## src/rtl/blkpat_pkg.sv

```systemverilog
package blkpat_pkg;

    // Recognizer progress, encoded as a count of matched leading bits
    localparam int unsigned REC_W = 2;
    localparam logic [REC_W-1:0] ST_IDLE  = 2'd0;
    localparam logic [REC_W-1:0] ST_ONE   = 2'd1;
    localparam logic [REC_W-1:0] ST_TWO   = 2'd2;
    localparam logic [REC_W-1:0] ST_THREE = 2'd3;

    // Control word for the recognizer's state counter
    typedef struct packed {
        logic clr;
        logic ld_one;
        logic inc;
    } rec_ctl_t;

endpackage

```

## src/rtl/blkpat_block_ctr.sv

```systemverilog
module blkpat_block_ctr #(
    parameter int unsigned POS_W = 8
) (
    input  logic             clk,
    input  logic             rst,
    output logic [POS_W-1:0] pos_o,
    output logic             blk_end_o
);
    localparam logic [POS_W-1:0] POS_LAST = {POS_W{1'b1}};

    typedef struct packed {
        logic [POS_W-1:0] pos;
    } ctr_regs_t;

    ctr_regs_t regs_d, regs_q;

    always_comb begin
        regs_d = regs_q;
        if (rst) begin
            regs_d.pos = '0;
        end else begin
            regs_d.pos = regs_q.pos + 1'b1;
        end
    end

    always_ff @(posedge clk) begin
        regs_q <= regs_d;
    end

    assign pos_o     = regs_q.pos;
    assign blk_end_o = (regs_q.pos == POS_LAST);


    ctr_wrap_chk: assert property (@(posedge clk) disable iff (rst)
        (regs_q.pos == POS_LAST) |=> (regs_q.pos == '0));


    ctr_step_chk: assert property (@(posedge clk) disable iff (rst)
        (regs_q.pos != POS_LAST) |=> (regs_q.pos == POS_W'($past(regs_q.pos) + 1'b1)));

endmodule

```

## src/rtl/blkpat_recog.sv

```systemverilog
module blkpat_recog
    import blkpat_pkg::*;
(
    input  logic             clk,
    input  logic             rst,
    input  logic             clr_i,
    input  logic             bit_i,
    output logic             hit_o,
    output logic [REC_W-1:0] state_o
);
    typedef struct packed {
        logic [REC_W-1:0] st;
    } rec_regs_t;

    rec_regs_t regs_d, regs_q;
    rec_ctl_t  ctl;

    // Decode counter controls from present progress and incoming bit
    always_comb begin
        ctl = '0;
        unique case (regs_q.st)
            ST_IDLE:  begin
                ctl.inc = bit_i;
                ctl.clr = !bit_i;
            end
            ST_ONE:   begin
                ctl.inc = bit_i;
                ctl.clr = !bit_i;
            end
            ST_TWO:   begin
                ctl.inc = !bit_i;
            end
            default:  begin
                ctl.ld_one = bit_i;
                ctl.clr    = !bit_i;
            end
        endcase
    end

    // State counter: reset and block clear outrank all other controls
    always_comb begin
        regs_d = regs_q;
        if (rst || clr_i) begin
            regs_d.st = ST_IDLE;
        end else if (ctl.clr) begin
            regs_d.st = ST_IDLE;
        end else if (ctl.ld_one) begin
            regs_d.st = ST_ONE;
        end else if (ctl.inc) begin
            regs_d.st = regs_q.st + 1'b1;
        end
    end

    always_ff @(posedge clk) begin
        regs_q <= regs_d;
    end

    assign hit_o   = (regs_q.st == ST_THREE) && bit_i;
    assign state_o = regs_q.st;


    blk_clear_chk: assert property (@(posedge clk) disable iff (rst)
        clr_i |=> (regs_q.st == ST_IDLE));


    overlap_resume_chk: assert property (@(posedge clk) disable iff (rst)
        (hit_o && !clr_i) |=> (regs_q.st == ST_ONE));


    three_from_two_chk: assert property (@(posedge clk) disable iff (rst)
        (regs_q.st == ST_THREE) |-> ($past(regs_q.st) == ST_TWO));

endmodule

```

## src/rtl/blkpat_detect.sv

```systemverilog
module blkpat_detect
    import blkpat_pkg::*;
#(
    parameter int unsigned POS_W = 8
) (
    input  logic clk,
    input  logic rst,
    input  logic serial_in,
    output logic match_flag
);
    logic [POS_W-1:0] blk_pos;
    logic             blk_end;
    logic             hit;
    logic [REC_W-1:0] rec_state;

    blkpat_block_ctr #(
        .POS_W (POS_W)
    ) i_block_ctr (
        .clk       (clk),
        .rst       (rst),
        .pos_o     (blk_pos),
        .blk_end_o (blk_end)
    );

    blkpat_recog i_recog (
        .clk     (clk),
        .rst     (rst),
        .clr_i   (blk_end),
        .bit_i   (serial_in),
        .hit_o   (hit),
        .state_o (rec_state)
    );

    assign match_flag = hit;


    no_early_flag_chk: assert property (@(posedge clk) disable iff (rst)
        (blk_pos < POS_W'(3)) |-> !match_flag);


    reset_clears_chk: assert property (@(posedge clk)
        rst |=> ((blk_pos == '0) && (rec_state == ST_IDLE)));

endmodule

```

## config.mk

```make
export PLATFORM = sky130hd
export DESIGN_NAME = blkpat_detect
export DESIGN_NICKNAME = d
export VERILOG_FILES = /design/src/rtl/blkpat_pkg.sv /design/src/rtl/blkpat_block_ctr.sv /design/src/rtl/blkpat_recog.sv /design/src/rtl/blkpat_detect.sv
export SDC_FILE = /design/constraint.sdc
export NUM_CORES = 1
export LEC_CHECK = 0
export BUFFER_PORTS_ARGS = -buffer_cell sky130_fd_sc_hd__buf_2
export CORE_AREA = 5 5 42 44
export DETAILED_ROUTE_END_ITERATION = 16
export DIE_AREA = 0 0 47 49
export REMOVE_ABC_BUFFERS = 1
export SYNTH_ARGS = -nofsm -noshare
export SYNTH_HDL_FRONTEND = slang
export SYNTH_SLANG_ARGS = --single-unit
```

## constraint.sdc

```tcl
create_clock -name clk -period 1.2 [get_ports clk]
set_input_delay 0.24 -clock clk [delete_from_list [all_inputs] [get_ports clk]]
set_output_delay 0.24 -clock clk [all_outputs]
set_load 0.05 [all_outputs]
```

## Word-level counts from Yosys, hierarchy flattened

Index checks and enable logic that the tools add are counted.
Widths: inputs -> output; s select.

| operators by class | value |
|---|---|
| add/sub/neg operators | 2 |
| equality and inequality tests | 4 |
| multiplexer cells | 5 |
| reductions and logical operators | 9 |

Operators by type and width:

| kind | count |
|---|---|
| $add 8x1->8 const B | 1 |
| $eq 8x8->1 const B | 1 |
| $reduce_or 3->1 | 2 |
| $eq 2x2->1 const B | 2 |
| $mux 1 | 4 |
| $reduce_or 2->1 | 2 |
| $add 2x1->2 const B | 1 |
| $eq 2x1->1 const B | 1 |
| $logic_not 2->1 | 1 |
| $pmux 1 s2 | 1 |
| $reduce_bool 2->1 | 1 |
| $logic_and 1x1->1 | 1 |
| $logic_not 1->1 | 1 |
| $logic_or 1x1->1 | 1 |

| word-level totals | value |
|---|---|
| flip-flop bits (word level) | 10 |
| bits of input ports | 3 |
| output and inout port bits | 1 |
| logic and storage cells | 23 |

## Depth between registers and ports, before layout

| depth | value |
|---|---|
| word-level depth | 5 |
| depth in mapped cells | 5 |
| gate-level depth less buffers | 5 |

## Modules after synthesis

Synthesis repeated with hierarchy kept, for this count alone.

| unflattened totals | value |
|---|---|
| cell total of the unflattened synthesis | 55 |
| area, all modules | 486.7 µm² |

By module, submodules not included:

| module | instances | cells an instance | area each (µm²) | sequential area each (µm²) |
|---|---|---|---|---|
| blkpat_block_ctr | 1 | 35 | 310.3 | 160.2 |
| blkpat_recog | 1 | 20 | 176.4 | 40.0 |

## Worst setup path after synthesis

No wires, ideal clock.

| timing | value |
|---|---|
| kind | register to register |
| start point | register i_recog.regs_q[0] (netlist: i_recog.state_o[0]) |
| end point | register i_recog.regs_q[1] (netlist: i_recog.state_o[1]) |
| library setup time | 0.087 ns |
| data arrival time | 1.190 ns |
| required time | 1.113 ns |
| path slack | -0.077 ns |
| cell stages (with the launch flop) | 5 |
| buffers on the path | 0 |
| clock period less this slack | 1.277 ns |
| path through | dfxtp_1 > inv_1 > ha_1 > or3b_1 > a211oi_1 |

| between the ends | value |
|---|---|
| longest elaborated chain between the ends | 4 |
| elaborated cells between the ends (all ways) | 10 |
| classes of those cells | 1 x add/sub; 2 x eq/ne; 3 x mux; 4 x reduce/logical |

Ends and longest elaborated chain:

| element | RTL line | source |
|---|---|---|
| start: declaration | blkpat_recog.sv:15 | `rec_regs_t regs_d, regs_q;` |
| start signal: assignment | blkpat_recog.sv:55 | `regs_q <= regs_d;` |
| $eq 2x1->1 (tied with other cells) | blkpat_recog.sv:21 | `unique case (regs_q.st)` |
| $reduce_or 3->1 (no line) | -- |  |
| $mux 1 | blkpat_recog.sv:21 |  |
| $reduce_or 3->1 (no line) | -- |  |

Parallel ways exist; a longest one is shown, timed or not.
A chain may end at the register's enable or synchronous reset.

## Final worst setup path

| timing | value |
|---|---|
| start point | register i_recog.regs_q[0] (netlist: i_recog.state_o[0]) |
| end point | output port match_flag |

| between the ends | value |
|---|---|
| longest elaborated chain between the ends | 2 |

Ends and longest elaborated chain:

| element | RTL line | source |
|---|---|---|
| $eq 2x2->1 | blkpat_recog.sv:58 | `assign hit_o = (regs_q.st == ST_THREE) && bit_i;` |
| $logic_and 1x1->1 | blkpat_recog.sv:58 |  |
| end: declaration | blkpat_detect.sv:9 | `output logic match_flag` |

No other way between the ends.

==> run metrics <==
crit-path max FO 2; residual overflow from global routing 0; fraction of synthesis flops using an asynchronous set or reset pin 0%; count of hold buffers inserted by post-cts repair 0; Final #Nets 86; Fmax between 0.7 and 0.8 GHz; Top Family by Delay on Critical Path flip-flops; PnR worst setup slack -0.2036 ns; Routed Wire Length 1156 microns; hold-critical path endpoint i_block_ctr.pos_o[0]; Worst Hold Slack between 0.2 and 0.3 ns; I/O Pins 4; Final Max Tran Viols 0; Relative slew margins approximately 83%; violations in the final reports setup timing; DIE WIDTH 47 microns; post-route insts no fill 93; global-route wire length before repair 1842 microns; count of buffering cells on the critical path with inverters included 2; worst IR drop on VDD 0.5695 mV; layout cells sized above 1 58.44%; cell count after synthesis 57; Cell Pwr Density 1003 mW/mm^2; fillers 133; Die Area 0.002303 sq mm; core area 0.001401 sq mm; largest net degree at the start of global routing 9; RSZ-0062 raised after global routing true; commonest cells in the netlist sky130_fd_sc_hd__dfxtp_1 (10), sky130_fd_sc_hd__nor2_1 (6), sky130_fd_sc_hd__ha_1 (5), sky130_fd_sc_hd__nand3_1 (5), sky130_fd_sc_hd__o21ai_0 (5); drt drc 0; utilization after layout about three fifths; instance count on the critical path 4; top cells by area, synth sky130_fd_sc_hd__dfxtp_1 (40%), sky130_fd_sc_hd__ha_1 (12%), sky130_fd_sc_hd__nand3_1 (5.0%); worst hold path startpoint rst; post-synthesis instance area 503.0 sq um; number of failing hold endpoints at the final stage 0; vias in the first global route between 400 and 500; count of clock tree sinks 10; outcome complete, but fails checks; number of synthesized flops with an enable pin 0; fraction of the yosys area taken by sequential cells 39.80%; leakage component of the power 0.3085 nW; shortest period the worst path allows 1.404 ns; most common cell in the netlist sky130_fd_sc_hd__dfxtp_1; Diodes inserted 0; CTS H-Tree Depth 1; start-to-end type of the worst setup path register to primary output; slowest cell on the critical path sky130_fd_sc_hd__dfxtp_2; Avg Synthesized Cell Area 8.824 sq um; Maximum Capacitance Violations 0; number of buffers added on ports 3; worst-case clock buffer depth 2; placed cell count 85; Crit path required time 0.96 ns; final worst-path cycle share 117.0%; clock tree from TritonCTS yes; die height slightly below 50 microns; number of cells on the worst hold path 3; reg-to-reg critical path endpoint i_recog.state_o[1]; Tightest Pin Transition between 0.2 and 0.3 ns; arithmetic-cell share of the synthesized area counting full adders, half adders and majority gates 12.44%; Arrival @ worst endpoint 1.16 ns; post-synthesis share of cell area spent on xor and xnor gates 5.224%; total number of vias approximately 470; cells along the critical path buf_6, ha_4, and2_4, buf_8; cell type with the highest aggregate area in the netlist sky130_fd_sc_hd__dfxtp_1; starting DRC count in detailed routing 1; origin of the critical flop-to-flop path i_recog.state_o[0]; Initial Utilization a little over a third; Avg Vias per Cell roughly 5.0; Cell Rows 14; Inserted Clock Buffers 3; Tot GR Track Use 11.38%; delay of the slowest critical-path stage approximately 0.34 ns; Post-DP HPWL 736.2 microns; antenna violations before repair 0; clock insertion delay at the later pin of the skew report 0.27 ns; final antenna-violating net count 0; simple-gate share of the synthesized area 24.63%; Clock Root Buffer sky130_fd_sc_hd__clkbuf_4; number of warnings issued by yosys 0; combinational family with the most area after synthesis simple AND/OR/NAND/NOR gates; class of the most critical hold timing path primary input to register; worst-case clock skew 0.0006617 ns; RePlAce Congestion 0.7559; clock slew at reported path FFs 0.07 ns; detailed-routing iteration count for the pre-antenna-repair pass 4; total setup violations reported at the end of the flow 3; #FFs+latches synth 10; Synth Area in Compound Gates about 14%; primary flip-flop cell chosen by synthesis mapping sky130_fd_sc_hd__dfxtp_1; Synth cell types 22; Worst Setup End Kind primary output; post-detailed-route wirelength per cell between 10 and 15 microns; Worst Setup Start Kind register; relative area change from synthesis to final layout 61.94%; share of Yosys cell area claimed by the top area cell type 39.80%; Reg2Reg Setup Slack -0.18 ns; post-synthesis mux area share 0%; cell depth of the worst flop-to-flop path 5
## power by group
part           internal, W  switching, W  total [W]
logic            0.0000803     0.0000641   0.000144
registers         0.000346     0.0000120   0.000358
clock network     0.000185      0.000130   0.000314
total             0.000611      0.000206   0.000817
## cell type report
class                      count  area (sq um)  share of cell area (%)
clock buffer                   4         36.28                   4.455
tap                           16         20.02                   2.458
multi-input combinational     42         381.6                   46.85
inverter                       4         20.02                   2.458
timing repair buffer          17         148.9                   18.28
sequential                    10         207.7                   25.50
## repair_timing
action,CTS,global route
gates resized for setup,28,10
setup buffers,3,1
cloned,0,0
pin swaps,3,4
endpoints found under the setup margin,3,5
hold endpoints to repair,0,0
## worst min-delay path, delay by kind of cell
family / cells / cell delay, ns
AND/OR/NAND/NOR: 1 / 0.04
buffers and inverters: 2 / 0.26
## stage by stage
stage	cell area, sq um	setup slack, ns	power, W	TNS (ns)
global route	814.5	-0.2438	0.0008633	-0.5678
detailed placement	609.3	-0.1470	0.0004504	-0.2826
CTS	765.7	-0.1942	0.0008035	-0.4455
floorplan	499.2	-0.07736	0.0004028	-0.07736
global placement	609.3	-0.09269	0.0004489	-0.2073
finish	814.5	-0.2036	0.0008167	-0.4280
## metal layers
| metal | routed length (microns) | track usage [%] | vias up |
|---|---|---|---|
| met1 | 502 | 14.44 | 217 |
| met5 | 0 | 0 | - |
| li1 | - | - | 240 |
| met4 | 44 | 9.677 | 0 |
| met3 | 48 | 2.214 | 5 |
| met2 | 560 | 15.61 | 7 |
## logic make-up after synthesis
family                   after synthesis
AO/OA/AOI/OAI                         12
flip-flops                            10
XOR/XNOR                               3
buffers and inverters                  5
adder cells (fa/ha/maj)                5
AND/OR/NAND/NOR                       22
## flip-flops by register name, summed over array words and instances, names as in the netlist
name	count
i_recog.state_o	2
i_block_ctr.pos_o	8
## cells in the final DEF (no fill, tap or decap), types with 2 or more instances in the layout
cell	instances
sky130_fd_sc_hd__xor2_1	2
sky130_fd_sc_hd__a211oi_2	2
sky130_fd_sc_hd__dfxtp_1	4
sky130_fd_sc_hd__or3_1	3
sky130_fd_sc_hd__inv_1	2
sky130_fd_sc_hd__o21ai_0	4
sky130_fd_sc_hd__buf_6	5
sky130_fd_sc_hd__dfxtp_2	6
sky130_fd_sc_hd__nor2_1	5
sky130_fd_sc_hd__inv_4	2
sky130_fd_sc_hd__nand3_1	5
sky130_fd_sc_hd__clkbuf_4	3
sky130_fd_sc_hd__ha_4	4
sky130_fd_sc_hd__buf_2	2
sky130_fd_sc_hd__a21oi_1	2
sky130_fd_sc_hd__buf_4	9
## how the worst max path moves through the flow
stage | startpoint | endpoint | slack, ns
floorplan | i_recog.state_o[0] | i_recog.state_o[1] | -0.08
global placement | i_recog.state_o[0] | i_recog.state_o[1] | -0.09
detailed placement | i_recog.state_o[0] | i_recog.state_o[1] | -0.15
CTS | i_recog.state_o[0] | i_recog.state_o[1] | -0.19
global route | i_recog.state_o[0] | i_recog.state_o[1] | -0.24
finish | i_recog.state_o[0] | match_flag | -0.20
No activity file was read; power rests on OpenSTA's default activity.
